--- config.mk ---
export PLATFORM = sky130hd
export DESIGN_NAME = da_fir_top
export DESIGN_NICKNAME = d
export VERILOG_FILES = /design/src/rtl/da_fir_pkg.sv /design/src/rtl/da_fir_taps.sv /design/src/rtl/da_fir_sadd.sv /design/src/rtl/da_fir_dtab.sv /design/src/rtl/da_fir_sacc.sv /design/src/rtl/da_fir_top.sv
export SDC_FILE = /design/constraint.sdc
export NUM_CORES = 1
export LEC_CHECK = 0
export BUFFER_PORTS_ARGS = -buffer_cell sky130_fd_sc_hd__buf_2
export CAP_MARGIN = 25
export CORE_MARGIN = 10
export CORE_UTILIZATION = 50
export DETAILED_ROUTE_END_ITERATION = 6
export GPL_TIMING_DRIVEN = 0
export PLACE_DENSITY = 0.66
export SYNTH_ARGS = -nofsm -noshare
export SYNTH_HDL_FRONTEND = slang
export SYNTH_SLANG_ARGS = --single-unit
--- constraint.sdc ---
create_clock -name clk -period 9.2 [get_ports clk]
set_clock_uncertainty 0.15 [all_clocks]
set_input_delay 0.92 -clock clk [delete_from_list [all_inputs] [get_ports clk]]
set_output_delay 0.92 -clock clk [all_outputs]
set_load 0.005 [all_outputs]
--- src/rtl/da_fir_pkg.sv ---
package da_fir_pkg;

  typedef enum logic {
    PH_IDLE = 1'b0,
    PH_BUSY = 1'b1
  } phase_e;

  // Clamp a signed value into a w-bit two's complement range.
  function automatic longint clamp_s(input longint v, input int w);
    longint top;
    longint bot;
    top = (longint'(1) <<< (w - 1)) - 1;
    bot = -top - 1;
    if (v > top) return top;
    if (v < bot) return bot;
    return v;
  endfunction

  // Drop 'drop' low bits with round-half-up.
  function automatic longint round_half_up(input longint v, input int drop);
    return (v + (longint'(1) <<< (drop - 1))) >>> drop;
  endfunction

endpackage

--- src/rtl/da_fir_taps.sv ---
module da_fir_taps #(
  parameter int NTAP = 8,
  parameter int DW   = 8
) (
  input  logic                 clk,
  input  logic                 rst,
  input  logic                 shift,
  input  logic [DW-1:0]        din,
  output logic [NTAP*DW-1:0]   taps
);

  logic [DW-1:0] stage_q [NTAP];

  generate
    for (genvar gi = 0; gi < NTAP; gi++) begin : g_stage
      always_ff @(posedge clk) begin
        if (rst) begin
          stage_q[gi] <= '0;
        end else if (shift) begin
          if (gi == 0) stage_q[gi] <= din;
          else         stage_q[gi] <= stage_q[(gi == 0) ? 0 : gi - 1];
        end
      end
      assign taps[gi*DW +: DW] = stage_q[gi];
    end
  endgenerate

endmodule

--- src/rtl/da_fir_sadd.sv ---
module da_fir_sadd #(
  parameter int DW  = 8,
  parameter int PW  = DW + 1,
  parameter int BIW = $clog2(PW)
) (
  input  logic            clk,
  input  logic            rst,
  input  logic            clr,
  input  logic            en,
  input  logic [DW-1:0]   a,
  input  logic [DW-1:0]   b,
  input  logic [BIW-1:0]  bit_idx,
  output logic            sum_bit,
  output logic            carry_q
);

  // Bit of a sign-extended operand.
  function automatic logic pick(input logic [DW-1:0] x, input logic [BIW-1:0] idx);
    if (int'(idx) >= DW) return x[DW-1];
    return x[idx[$clog2(DW)-1:0]];
  endfunction

  logic a_bit;
  logic b_bit;
  logic carry_d;

  assign a_bit   = pick(a, bit_idx);
  assign b_bit   = pick(b, bit_idx);
  assign sum_bit = a_bit ^ b_bit ^ carry_q;
  assign carry_d = (a_bit & b_bit) | (a_bit & carry_q) | (b_bit & carry_q);

  always_ff @(posedge clk) begin
    if (rst || clr) carry_q <= 1'b0;
    else if (en)    carry_q <= carry_d;
  end

endmodule

--- src/rtl/da_fir_dtab.sv ---
module da_fir_dtab #(
  parameter int NPAIR = 4,
  parameter int CW    = 8,
  parameter int TW    = CW + $clog2(NPAIR),
  parameter logic [NPAIR*CW-1:0] COEFS = {8'h0E, 8'h12, 8'h0E, 8'h07}
) (
  input  logic [NPAIR-1:0]      addr,
  output logic signed [TW-1:0]  tval
);

  localparam int NENT = 2 ** NPAIR;

  function automatic logic signed [TW-1:0] entry_of(input int k);
    logic signed [TW-1:0] acc;
    acc = '0;
    for (int j = 0; j < NPAIR; j++) begin
      if (k[j]) acc = acc + TW'($signed(COEFS[j*CW +: CW]));
    end
    return acc;
  endfunction

  logic signed [TW-1:0] tab [NENT];

  generate
    for (genvar gk = 0; gk < NENT; gk++) begin : g_ent
      assign tab[gk] = entry_of(gk);
    end
  endgenerate

  assign tval = tab[addr];

endmodule

--- src/rtl/da_fir_sacc.sv ---
module da_fir_sacc #(
  parameter int TW = 10,
  parameter int HW = TW + 2,
  parameter int PW = 9,
  parameter int AW = HW + PW
) (
  input  logic                  clk,
  input  logic                  rst,
  input  logic                  clr,
  input  logic                  en,
  input  logic                  sub,
  input  logic signed [TW-1:0]  tval,
  output logic signed [AW-1:0]  prod_nxt
);

  logic signed [AW-1:0] prod_q;
  logic signed [HW-1:0] hi;
  logic signed [HW-1:0] t_ext;
  logic signed [HW-1:0] hi_sum;
  logic signed [AW-1:0] joined;

  assign hi     = prod_q[AW-1:PW];
  assign t_ext  = HW'(tval);
  assign hi_sum = sub ? (hi - t_ext) : (hi + t_ext);
  assign joined = {hi_sum, prod_q[PW-1:0]};
  assign prod_nxt = joined >>> 1;

  always_ff @(posedge clk) begin
    if (rst || clr) prod_q <= '0;
    else if (en)    prod_q <= prod_nxt;
  end

endmodule

--- src/rtl/da_fir_top.sv ---
module da_fir_top
  import da_fir_pkg::*;
#(
  parameter int NTAP = 8,
  parameter int DW   = 8,
  parameter int CW   = 8,
  parameter int OUTW = 16,
  parameter int RNDW = 8,
  parameter logic [(NTAP/2)*CW-1:0] COEFS = {8'h0E, 8'h12, 8'h0E, 8'h07}
) (
  input  logic             clk,
  input  logic             rst,
  input  logic             in_valid,
  input  logic [DW-1:0]    in_sample,
  output logic             in_ready,
  output logic             out_valid,
  output logic [OUTW-1:0]  out_full,
  output logic [RNDW-1:0]  out_round
);

  localparam int NPAIR = NTAP / 2;
  localparam int PW    = DW + 1;
  localparam int BIW   = $clog2(PW);
  localparam int TW    = CW + $clog2(NPAIR);
  localparam int HW    = TW + 2;
  localparam int AW    = HW + PW;

  phase_e            phase_q;
  logic [BIW-1:0]    bit_idx;
  logic              accept;
  logic              busy;
  logic              last_step;
  logic              sub_step;
  logic [NTAP*DW-1:0] taps;
  logic [NPAIR-1:0]  addr;
  logic [NPAIR-1:0]  carries;
  logic signed [TW-1:0] tval;
  logic signed [AW-1:0] prod_nxt;
  longint            full_l;
  longint            rnd_l;

  assign busy      = (phase_q == PH_BUSY);
  assign in_ready  = !busy;
  assign accept    = in_valid && in_ready;
  assign last_step = busy && (bit_idx == BIW'(PW - 1));
  assign sub_step  = last_step;

  always_ff @(posedge clk) begin
    if (rst) begin
      phase_q <= PH_IDLE;
      bit_idx <= '0;
    end else if (accept) begin
      phase_q <= PH_BUSY;
      bit_idx <= '0;
    end else if (last_step) begin
      phase_q <= PH_IDLE;
      bit_idx <= '0;
    end else if (busy) begin
      bit_idx <= bit_idx + 1'b1;
    end
  end

  da_fir_taps #(.NTAP(NTAP), .DW(DW)) u_taps (
    .clk(clk), .rst(rst), .shift(accept), .din(in_sample), .taps(taps)
  );

  generate
    for (genvar gp = 0; gp < NPAIR; gp++) begin : g_pair
      da_fir_sadd #(.DW(DW), .PW(PW), .BIW(BIW)) u_sadd (
        .clk(clk), .rst(rst), .clr(accept), .en(busy),
        .a(taps[gp*DW +: DW]),
        .b(taps[(NTAP-1-gp)*DW +: DW]),
        .bit_idx(bit_idx),
        .sum_bit(addr[gp]),
        .carry_q(carries[gp])
      );
    end
  endgenerate

  da_fir_dtab #(.NPAIR(NPAIR), .CW(CW), .TW(TW), .COEFS(COEFS)) u_tab (
    .addr(addr), .tval(tval)
  );

  da_fir_sacc #(.TW(TW), .HW(HW), .PW(PW), .AW(AW)) u_acc (
    .clk(clk), .rst(rst), .clr(accept), .en(busy), .sub(sub_step),
    .tval(tval), .prod_nxt(prod_nxt)
  );

  assign full_l = clamp_s(longint'(prod_nxt), OUTW);
  assign rnd_l  = clamp_s(round_half_up(full_l, OUTW - RNDW), RNDW);

  always_ff @(posedge clk) begin
    if (rst) begin
      out_valid <= 1'b0;
      out_full  <= '0;
      out_round <= '0;
    end else begin
      out_valid <= last_step;
      if (last_step) begin
        out_full  <= full_l[OUTW-1:0];
        out_round <= rnd_l[RNDW-1:0];
      end
    end
  end

endmodule

# ---- After elaboration in Yosys (flattened, before gate mapping)
# Memories as Yosys holds them, arrays and structs flattened.
# Cells that the tools add are included.
dict set report op_classes {
  addsub 4
  order_cmp 7
  eq_ne 1
  muxes 65
  bitwise_logic 37
  n_reduce_logical 6
}
# op n
set op_table {}
lappend op_table {{two-way mux 64 bit} 3}
lappend op_table {{two-way mux 8 bit} 11}
lappend op_table {{adder 64 x 9 -> 64 bit (second input constant)} 1}
lappend op_table {{greater-than comparator 56 x 8 -> 1 bit (second input constant)} 1}
lappend op_table {{< comparator 56 x 8 -> 1 bit (second input constant)} 1}
lappend op_table {{two-way mux 1 bit} 38}
lappend op_table {{binary-select mux 1 bit (select 3 bit)} 8}
lappend op_table {{greater-than comparator 20 x 16 -> 1 bit (second input constant)} 1}
lappend op_table {{< comparator 20 x 16 -> 1 bit (second input constant)} 1}
lappend op_table {{two-way mux 10 bit} 2}
lappend op_table {{OR 1 bit} 16}
lappend op_table {{two-way mux 15 bit} 1}
lappend op_table {{adder 11 x 10 -> 12 bit} 1}
lappend op_table {{bitwise AND 1 bit} 12}
lappend op_table {{two-way mux 12 bit} 1}
lappend op_table {{subtractor 11 x 10 -> 12 bit} 1}
lappend op_table {{XOR 1 bit} 8}
lappend op_table {{two-way mux 7 bit} 1}
lappend op_table {{greater-or-equal comparator 5 bit (second input constant)} 1}
lappend op_table {{inverter 4 -> 5 bit} 1}
lappend op_table {{adder 4 x 1 -> 4 bit (second input constant)} 1}
lappend op_table {{== test 4 bit (second input constant)} 1}
lappend op_table {{greater-or-equal comparator 4 bit (second input constant)} 1}
lappend op_table {{< comparator 3 x 4 -> 1 bit (second input constant)} 1}
lappend op_table {{5 further kinds} 6}
dict set report word_totals {
  reg_bits 54
  ram_bits 64
  rom_bits 160
  in_bits 11
  n_memories 2
}
# memory words word_bits rd rd_ports_with_merged_regs write_ports line
set mem_list {}
lappend mem_list {{(name not given)} 16 10 1 0 0 da_fir_dtab.sv:30} ;# assign tval = tab[addr];
lappend mem_list {u_taps.stage_q 8 8 8 0 8 da_fir_taps.sv:12} ;# logic [DW-1:0] stage_q [NTAP];

# ---- Logic depth before layout (Yosys ltp)
# An unclocked memory read counts as a cell.
dict set report logic_depth {
  ltp_word 23
  ltp_mapped 43
  mapped_depth_nobuf 37
}

# ---- Modules after synthesis
# Synthesis repeated with hierarchy kept, for this count alone.
dict set report unflattened {
  cells_unflattened 697
  hier_area_um2 7285.7
}
# mod instances cells_per_inst area_per_inst_um2 seq_area_each_um2
set modules_own_cells {}
lappend modules_own_cells {da_fir_taps 1 143 2601.2 1921.8}
lappend modules_own_cells {da_fir_top 1 247 2044.5 600.6}
lappend modules_own_cells {da_fir_sacc 1 190 1517.7 380.4}
lappend modules_own_cells {da_fir_sadd 4 21 219.0 20.0}
lappend modules_own_cells {da_fir_dtab 1 33 246.5 0.0}

# ---- Worst setup path after synthesis
# OpenSTA, ideal clock, no wires.
dict set report synth_timing {
  path_type {reg-to-reg}
  start {register bit_idx[0]}
  end {register out_round[3]}
  setup_time_ns 0.088
  arrival_ns 9.664
  required_time_ns 8.962
  slack_ns -0.702
  stages_incl_launch_ff 44
  path_buffers 6
  path_cell_list {dfxtp_1 clkbuf_1 clkbuf_1 mux4_2 mux2i_1 nor2_1 a21oi_1 fa_1 inv_1 ha_1 nor2b_1 a211oi_1 nor3_1 nand2_1 nand2_1 xnor2_1 ha_1 buf_6 [8 not listed] buf_1 inv_1 clkbuf_1 nand2_1 nand2_1 ha_1 nand2_1 nor3_4 o2111ai_4 or2_2 ha_1 nor4bb_1 nand4_1 nor4_1 nand4_1 nor4_1 a31oi_4 o32ai_2}
}
# element line
set synth_lines {}
lappend synth_lines {{start: declaration} da_fir_top.sv:29} ;# logic [BIW-1:0] bit_idx;
lappend synth_lines {{start signal: assignment} da_fir_top.sv:59} ;# bit_idx <= bit_idx + 1'b1;
lappend synth_lines {{end signal: assignment} da_fir_top.sv:101} ;# out_round <= rnd_l[RNDW-1:0];
lappend synth_lines {{end: declaration} da_fir_top.sv:18} ;# output logic [RNDW-1:0] out_round

==> flow_summary.ini <==
[layout]
multi_input_area_um2 = 3830
final_cells = 933
drive_gt1_frac = 0.267
antenna_cells = 0
nets = 795
fill_cells = 1093
areaGrowthSynthToFinish_pct = 23.8
seq_area_um2 = 2990
fin_util = 0.639

[synth]
async_reset_ff_frac = 0
yosys.area.top_type = edfxtp_1
yosysSeqAreaShare = 0.433
ys_top_cells_by_area = edfxtp_1 (28%), dfxtp_1 (15%), and2_1 (6.0%), ha_1 (6.0%), mux4_2 (5.2%)
syn-num-nets = 702
synth_cells = 651
synth-main-ff-cell = edfxtp_1
syn_area_um2 = 6880
yosys_warnings = 0
synth_top_cell_area_share = 0.279
yosysUniqueCellTypes = 78
avgSynthCellArea_um2 = 10.6
ys_seq_elements = 117
synth_edf_count = 64

[setup_path]
worst-setup-path-type = flip-flop to flip-flop
cpLargestDelayFamily = simple AND/OR/NAND/NOR gates
cp_data_arrival_time_ps = 9170
cp_num_buf_inv = 10
crit_top_cell = nand4_1
cpMaxStageDelayCell = fa_2
cpPeakStageDelay_ps = 550
worst_setup_path_end_kind = flip-flop
crit_required_ps = 9370
cp_max_fo = 10
crit_path_start_kind = flip-flop

[sta]
slew_violations = 0
worst_slew_pin_slew_ps = 843
slew_headroom = 0.436
fmax_mhz = 111
hold_viol = 0
setup_slack_ps = 198
period_share = 0.979
fin_crit_ps = 9000
setup_viol = 0

[global_route]
grt_max_degree = 66
grt_pass1_vias = 5077
grt_usage = 0.171
grt_pass1_wl_um = 25400
gr-total-overflow = 0
antenna_found_initial = 0

[drt]
routed.top_layer = met4
drt_wl_total_um = 16300
wl_per_cell_um = 17.4
via_count = 5226
postRouteAntennaNets = 0
vias_per_cell = 5.60
wl_met1_um = 7500
drc = 0
first_pass_iters = 5
drt-initial-drc-count = 350
dr_wl_met3_um = 836
met2_length_um = 7700

[worst_hold_path]
min-delay-path-class = flip-flop to flip-flop

[place]
gp_congestion = 0.916
io_buffer_count = 36
place_ws_ps = -2100
dp.cells = 864
dpl.hpwl_um = 11100

[cts]
path_clk_slew_ps = 50
cts_max_level = 4
numCtsBuffers = 17
cts_tree = built
max-clock-path-buffers = 2
clk_latency_ps = 420
clock-sinks = 117
root_buffer = clkbuf_16

[pwr]
leakage_uw = 0.00338
ir_drop_mv = 0.201
power.total_uw = 2390
p_per_area_nw_per_um2 = 281

[die]
die_x_um = 137
die-area_um2 = 18900
initial_core_util = 0.516
die_h_um = 137
coreArea_um2 = 13300
rows = 42
ios = 37

[job]
maxCapViolCount = 0

[outcome]
outcome = completed
-- final timing paths --
check                            startpoint                         to  slack (ps)  depth (start not counted)
setup / recovery    bit_idx[0]$_SDFFE_PP0P_  out_round[6]$_SDFFE_PP0P_         200                         44
hold / removal    out_full[15]$_SDFFE_PP0P_  out_full[15]$_SDFFE_PP0P_         310                          2
setup reg to reg    bit_idx[0]$_SDFFE_PP0P_  out_round[6]$_SDFFE_PP0P_         200                         44
hold reg to reg   out_full[15]$_SDFFE_PP0P_  out_full[15]$_SDFFE_PP0P_         310                          2
-- stage by stage --
step / TNS (ps) / area (um2) / hold WS, ps
floorplan: 0 / 6910 / 298
global placement: -12980 / 7310 / 293
detailed placement: -14470 / 7340 / 299
CTS: 0 / 8120 / 306
global route: -808 / 8520 / 321
finish: 0 / 8520 / 307
-- synth_stat cells, types with 3 or more instances --
cell type / number
mux4_2: 16
nor4_1: 4
o21a_1: 6
nand2b_1: 7
clkbuf_1: 27
a21oi_2: 3
nand4_1: 7
o21ai_0: 10
a211oi_1: 16
xor2_1: 10
o32ai_1: 5
or3_1: 3
o211ai_1: 4
nand2_1: 40
and2_1: 66
nor4b_1: 4
inv_1: 22
a21oi_1: 24
xnor2_1: 7
nor3_1: 13
a21o_1: 4
edfxtp_1: 64
buf_6: 4
or4_1: 3
mux2i_1: 28
a31oi_1: 3
o22ai_1: 3
nor2_1: 68
nand3_1: 15
fa_1: 7
o21bai_1: 3
or2_2: 6
buf_2: 5
ha_1: 33
dfxtp_1: 53
buf_1: 4
and4b_1: 3
a311oi_1: 4
-- registers in the layout, indices dropped and copies added, names as in the netlist --
name	flops
bit_idx	4
busy	1
g_pair.u_sadd.carry_q	4
out_full	16
out_round	8
out_valid	1
u_acc.prod_q	19
u_taps.stage_q	64
-- metal layers --
metal | global-route usage | up-vias
met1 | 0.228 | 2509
met2 | 0.261 | 143
met5 | 0 | -
met4 | 0.0603 | 0
li1 | - | 2556
met3 | 0.0477 | 18
-- logic make-up (layout without fill, tap and decap cells) --
kind of cell	after synthesis	in the layout	share of synthesized area
AO/OA/AOI/OAI	109	109	0.123
XOR/XNOR	19	19	0.0264
adder cells (fa/ha/maj)	40	40	0.0803
buffers and inverters	63	169	0.0396
flip-flops	117	117	0.433
multiplexers	45	45	0.0951
AND/OR/NAND/NOR	258	258	0.202
-- worst min-delay path, delay by kind of cell (launching register included) --
kind	cells	cell delay (ps)
compound gates	1	50
flops	1	310
simple gates	1	50
-- cell type report --
class,count,share of cell area
timing repair buffer,75,0.0597
multi-input combinational,471,0.449
inverter,23,0.0109
clock buffer,17,0.0499
buffer,39,0.0310
sequential,117,0.350
clock inverter,15,0.0235
tap,176,0.0258
-- report_power, final --
group	internal, uW	switching (uW)	leakage [uW]
combinational	454	638	0.00195
sequential	584	16.7	0.00112
clock	455	247	0.000310
total	1490	901	0.00338
-- cells in the final DEF (no fill, tap or decap), types with 15 or more instances in the layout --
| cell type | n |
|---|---|
| clkbuf_1 | 20 |
| clkbuf_16 | 19 |
| nor2_1 | 65 |
| and2_1 | 65 |
| nand3_1 | 15 |
| mux2i_1 | 25 |
| a21oi_1 | 20 |
| buf_2 | 39 |
| dfxtp_1 | 52 |
| a211oi_1 | 15 |
| nand2_1 | 37 |
| inv_1 | 19 |
| edfxtp_1 | 64 |
| ha_1 | 27 |
| buf_4 | 36 |
| mux4_2 | 16 |
-- repair_timing --
action / in CTS / in global routing
hold buffers: 0 / 0
resized for setup: 27 / 40
gates cloned: 0 / 1
pin swaps: 8 / 30
setup buffers: 5 / 31
setup endpoints to repair: 8 / 7
Note: power is estimated with default switching activity, not from simulation.
